<file path="src/rtl/vec_rshl_pred.sv">
module vec_rshl_pred #(
  parameter int VLEN = 128,
  localparam int PW = VLEN / 8
) (
  input  logic            clk,
  input  logic            rst_n,
  input  logic            op_valid,
  input  logic [1:0]      size_code,
  input  logic [VLEN-1:0] dn_vec,
  input  logic [VLEN-1:0] src_vec,
  input  logic [PW-1:0]   pred,
  output logic            res_valid,
  output logic [VLEN-1:0] res_vec
);

  logic [VLEN-1:0] by_size [4];
  logic [VLEN-1:0] nxt;

  for (genvar s = 0; s < 4; s++) begin : g_size
    localparam int EW = 8 << s;
    localparam int NL = VLEN / EW;
    localparam int SW = $clog2(EW);
    localparam logic [EW-1:0] EWV = EW;
    for (genvar l = 0; l < NL; l++) begin : g_lane
      logic [EW-1:0] cnt, dat, shl;
      logic act, ovf;
      assign cnt = dn_vec[l*EW +: EW];
      assign dat = src_vec[l*EW +: EW];
      assign act = pred[l*(EW/8)];
      assign ovf = cnt >= EWV;
      assign shl = dat << cnt[SW-1:0];
      assign by_size[s][l*EW +: EW] = !act ? cnt : (ovf ? '0 : shl);
    end
  end

  assign nxt = by_size[size_code];

  always_ff @(posedge clk) begin
    if (!rst_n) begin
      res_valid <= 1'b0;
      res_vec   <= '0;
    end else begin
      res_valid <= op_valid;
      if (op_valid) res_vec <= nxt;
    end
  end

  p_valid_follows_r6: assert property (@(posedge clk) disable iff (!rst_n)
    op_valid |=> res_valid);
  p_no_spurious_valid_r6: assert property (@(posedge clk) disable iff (!rst_n)
    !op_valid |=> !res_valid);
  p_hold_idle_r7: assert property (@(posedge clk) disable iff (!rst_n)
    !op_valid |=> $stable(res_vec));
  p_byte_saturate_r3: assert property (@(posedge clk) disable iff (!rst_n)
    (op_valid && size_code == 2'b00 && pred[0] && dn_vec[7:0] >= 8'd8)
    |=> res_vec[7:0] == 8'h00);
  p_byte_merge_r4: assert property (@(posedge clk) disable iff (!rst_n)
    (op_valid && size_code == 2'b00 && !pred[0])
    |=> res_vec[7:0] == $past(dn_vec[7:0]));
  p_dword_zero_shift_r2: assert property (@(posedge clk) disable iff (!rst_n)
    (op_valid && size_code == 2'b11 && pred[0] && dn_vec[63:0] == 64'd0)
    |=> res_vec[63:0] == $past(src_vec[63:0]));
  p_dword_gov_bit_r5: assert property (@(posedge clk) disable iff (!rst_n)
    (op_valid && size_code == 2'b11 && !pred[0])
    |=> res_vec[63:0] == $past(dn_vec[63:0]));

endmodule

</file>
<file path="config.mk">
export PLATFORM = sky130hd
export DESIGN_NAME = vec_rshl_pred
export DESIGN_NICKNAME = d
export VERILOG_FILES = /design/src/rtl/vec_rshl_pred.sv
export SDC_FILE = /design/constraint.sdc
export NUM_CORES = 1
export LEC_CHECK = 0
export CELL_PAD_IN_SITES_DETAIL_PLACEMENT = 0
export CELL_PAD_IN_SITES_GLOBAL_PLACEMENT = 1
export CORE_MARGIN = 8
export CORE_UTILIZATION = 29
export DETAILED_ROUTE_END_ITERATION = 10
export GPL_TIMING_DRIVEN = 0
export PLACE_DENSITY_LB_ADDON = 0.3
export SYNTH_ARGS = -nofsm -noshare
export SYNTH_HDL_FRONTEND = slang
export SYNTH_SLANG_ARGS = --single-unit
</file>
<file path="constraint.sdc">
create_clock -name clk -period 10.05 [get_ports clk]
set_input_delay 3.015 -clock clk [delete_from_list [all_inputs] [get_ports clk]]
set_output_delay 3.015 -clock clk [all_outputs]
set_load 0.02 [all_outputs]
</file>
==> results.sh <==
export IMPL_cts_root_buf="clkbuf_16"
export IMPL_synth_simple_area_share_pct=16.4
export IMPL_synth_cell_types=88
export IMPL_netSwitchingFraction_pct=48.1
export IMPL_rsz0062_at_grt="no"
export IMPL_cts_clk_slew_worst_paths_ps=70
export IMPL_synthAdderAreaFrac_pct=0
export IMPL_setup_viol=0
export IMPL_cts_resized=0
export IMPL_postCtsSetupBuffers=0
export IMPL_grt_pass1_wl_um=255000
export IMPL_grt_max_degree=17
export IMPL_synthMuxAreaShare_pct=36.6
export IMPL_seq_power_share_pct=19.8
export IMPL_path_class="in2reg"
export IMPL_die_x_um=314
export IMPL_skew_ps=0
export IMPL_ys_async_sr_fraction_pct=0
export IMPL_grt_total_usage_pct=35.7
export IMPL_cts_max_path_buffers=2
export IMPL_synth_ff_type="dfxtp_1"
export IMPL_holdBufCountCts=0
export IMPL_via_count=33700
export IMPL_ioPinCount=406
export IMPL_power_leakage_nw=11.1
export IMPL_synth_edf_count=0
export IMPL_drcViolationCount=0
export IMPL_synth_seq_area_share_pct=10.1
export IMPL_whs_ps=485
export IMPL_slew_headroom_pct=-0.851
export IMPL_pwr_share_clk_pct=24.2
export IMPL_syn_to_final_growth_pct=22.2
export IMPL_avgViaCountPerCell=6.94
export IMPL_grt_pass1_vias=31900
export IMPL_cts_tree="built"
export IMPL_fp_row_count=109
export IMPL_arrival_ps=8460
export IMPL_p_per_area_mw_per_mm2=96.8
export IMPL_synthesis_area_sq_mm=0.0257
export IMPL_setup_slack_ps=1980
export IMPL_cp_data_required_time_ps=10430
export IMPL_max_slew_worst_pin_slew_ps=1490
export IMPL_antenna_found_initial=12
export IMPL_drtAntennaViolNets=0
export IMPL_drt_iter0_drc=5343
export IMPL_vdd_drop_max_mv=0.108
export IMPL_final_cell_mix="364 x nand2_1, 360 x clkdlybuf4s50_1, 320 x mux2i_1, 272 x o21ai_0, 248 x a21oi_1"
export IMPL_insertion_delay_ps=500
export IMPL_status="finished, violations left"
export IMPL_slew_violations=1
export IMPL_dp_worst_setup_slack_ps=2000
export IMPL_firstDrtPassIters=6
export IMPL_final_layout_size_suffix_gt1_share_pct=13.8
export IMPL_combPwrFrac_pct=56.0
export IMPL_hp_class="reg2reg"
export IMPL_start_util_pct=29.2
export IMPL_violations="capacitance limit, slew limit"
export IMPL_port_buffers=360
export IMPL_overflow=0
export IMPL_crit_path_max_fanout=10
export IMPL_avgSynthCellArea_sq_um=7.79
export IMPL_power_switching_mw=1.46
export IMPL_synth_cells=3296
export IMPL_fin_nets=3952
export IMPL_synth_compound_area_share_pct=29.9
export IMPL_wl_um=186000
export IMPL_setup_tns_ps=0
export IMPL_cts_sinks=129
export IMPL_hold_viol_final=0
export IMPL_yosys_warnings=0
export IMPL_fmax_mhz=124
export IMPL_synth_top_family_by_area="multiplexers"
export IMPL_finalCritPeriodShare_pct=80.3
export IMPL_die_area_sq_mm=0.0984
export IMPL_intPower_mw=1.58
export IMPL_core_area_sq_mm=0.0881
export IMPL_ys_seq_elements=129
export IMPL_hpwlAfterDp_um=151000
export IMPL_synth_nets=3573
export IMPL_synth_xor_area_share_pct=0
export IMPL_drv_cap=1
export IMPL_cts_htree_levels=4
export IMPL_dieHeight_um=314
export IMPL_cp_start_kind="primary input"
export IMPL_worst_setup_path_end_kind="flop"
export IMPL_routedWlPerCell_um=38.4
export IMPL_cts_buffers=17
export IMPL_place_congestion=1.07
export IMPL_layout_commonest_cell="nand2_1"
export IMPL_period_needed_ps=8070
[critical path: stages]
cell and delay, ps:
clkdlybuf4s50_1 870, buf_1 930, clkbuf_1 780, buf_1 990, clkbuf_1 1080, o21ai_0 220, a31oi_1 440, o31ai_1 100
[flip-flops by register name (all words and copies together), names as in the netlist]
signal	count
res_valid	1
res_vec	128
[routing by layer]
metal | global-route usage (%) | part of all wire, % | vias up
met5 | 0 | 0.025 | -
li1 | - | - | 13700
met2 | 56.1 | 44 | 2659
met3 | 7.93 | 11 | 545
met4 | 18.5 | 6.2 | 6
met1 | 45.7 | 39 | 16900
[synth_stat cells (all sizes together), types with 9 or more instances]
| master | number | area, sq um |
|---|---|---|
| o2111ai | 14 | 123 |
| nor2 | 244 | 955 |
| and3 | 14 | 87.6 |
| and2 | 18 | 113 |
| or2 | 9 | 58.8 |
| a21oi | 248 | 1240 |
| a31oi | 48 | 300 |
| a32oi | 16 | 140 |
| nand4 | 11 | 83.8 |
| clkbuf | 244 | 917 |
| nor2b | 39 | 244 |
| clkinv | 11 | 41.3 |
| nor3 | 58 | 307 |
| o21ai | 277 | 1390 |
| buf | 117 | 581 |
| o31ai | 27 | 213 |
| a22o | 13 | 114 |
| mux4 | 203 | 4570 |
| nor4 | 29 | 203 |
| a221oi | 86 | 759 |
| a21o | 20 | 158 |
| dfxtp | 129 | 2580 |
| a221o | 16 | 160 |
| or3 | 11 | 68.8 |
| o21a | 18 | 135 |
| mux2i | 320 | 3200 |
| a211o | 11 | 96.3 |
| o2bb2ai | 13 | 114 |
| or4 | 12 | 90.1 |
| o22ai | 41 | 257 |
| a22oi | 29 | 218 |
| o211ai | 43 | 323 |
| a211oi | 59 | 465 |
| nand2b | 21 | 131 |
| nand3 | 57 | 285 |
| o221ai | 66 | 578 |
| inv | 79 | 297 |
| o221a | 25 | 282 |
| mux2 | 144 | 1620 |
| nand2 | 364 | 1370 |
[power groups by stage]
stage	clock (mW)	sequential, mW	combinational (mW)
detailed placement	0	0.609	1.63
global route	0.746	0.600	1.74
global placement	0	0.609	1.64
finish	0.735	0.602	1.70
floorplan	0	0.619	0.856
CTS	0.732	0.597	1.64
[worst paths after layout]
kind	endpoint	from	depth (start not counted)	slack, ps
worst min register to register	res_vec[94]	res_vec[94]	2	480
worst max-delay path	res_vec[62]	size_code[0]	8	1980
worst min-delay path	res_vec[94]	res_vec[94]	2	480
worst max register to register	res_vec[57]	res_vec[57]	3	8850
[logic make-up after synthesis]
kind of cell    after synthesis
buf+inv                     451
flops                       129
compound gates             1137
mux                         667
simple gates                912
[layout make-up]
class	count	area [sq um]
multi-input combinational	2716	21300
antenna	7	17.5
sequential	129	2580
clock inverter	14	205
inverter	90	338
timing repair buffer	360	3600
tap	1165	1460
fill	9480	56700
clock buffer	18	429
buffer	361	1500
[through the flow]
step | util, % | total power, mW | cells | area (sq um)
2_1_floorplan | - | 1.47 | 3296 | 25700
3_3_place_gp | 34.9 | 2.25 | 4821 | 30700
3_5_place_dp | 34.9 | 2.24 | 4821 | 30700
4_1_cts | 35.6 | 2.96 | 4853 | 31400
5_1_grt | 35.6 | 3.09 | 4857 | 31400
6_report | 35.6 | 3.04 | 4860 | 31400
Power figures use the tool's default switching activity.
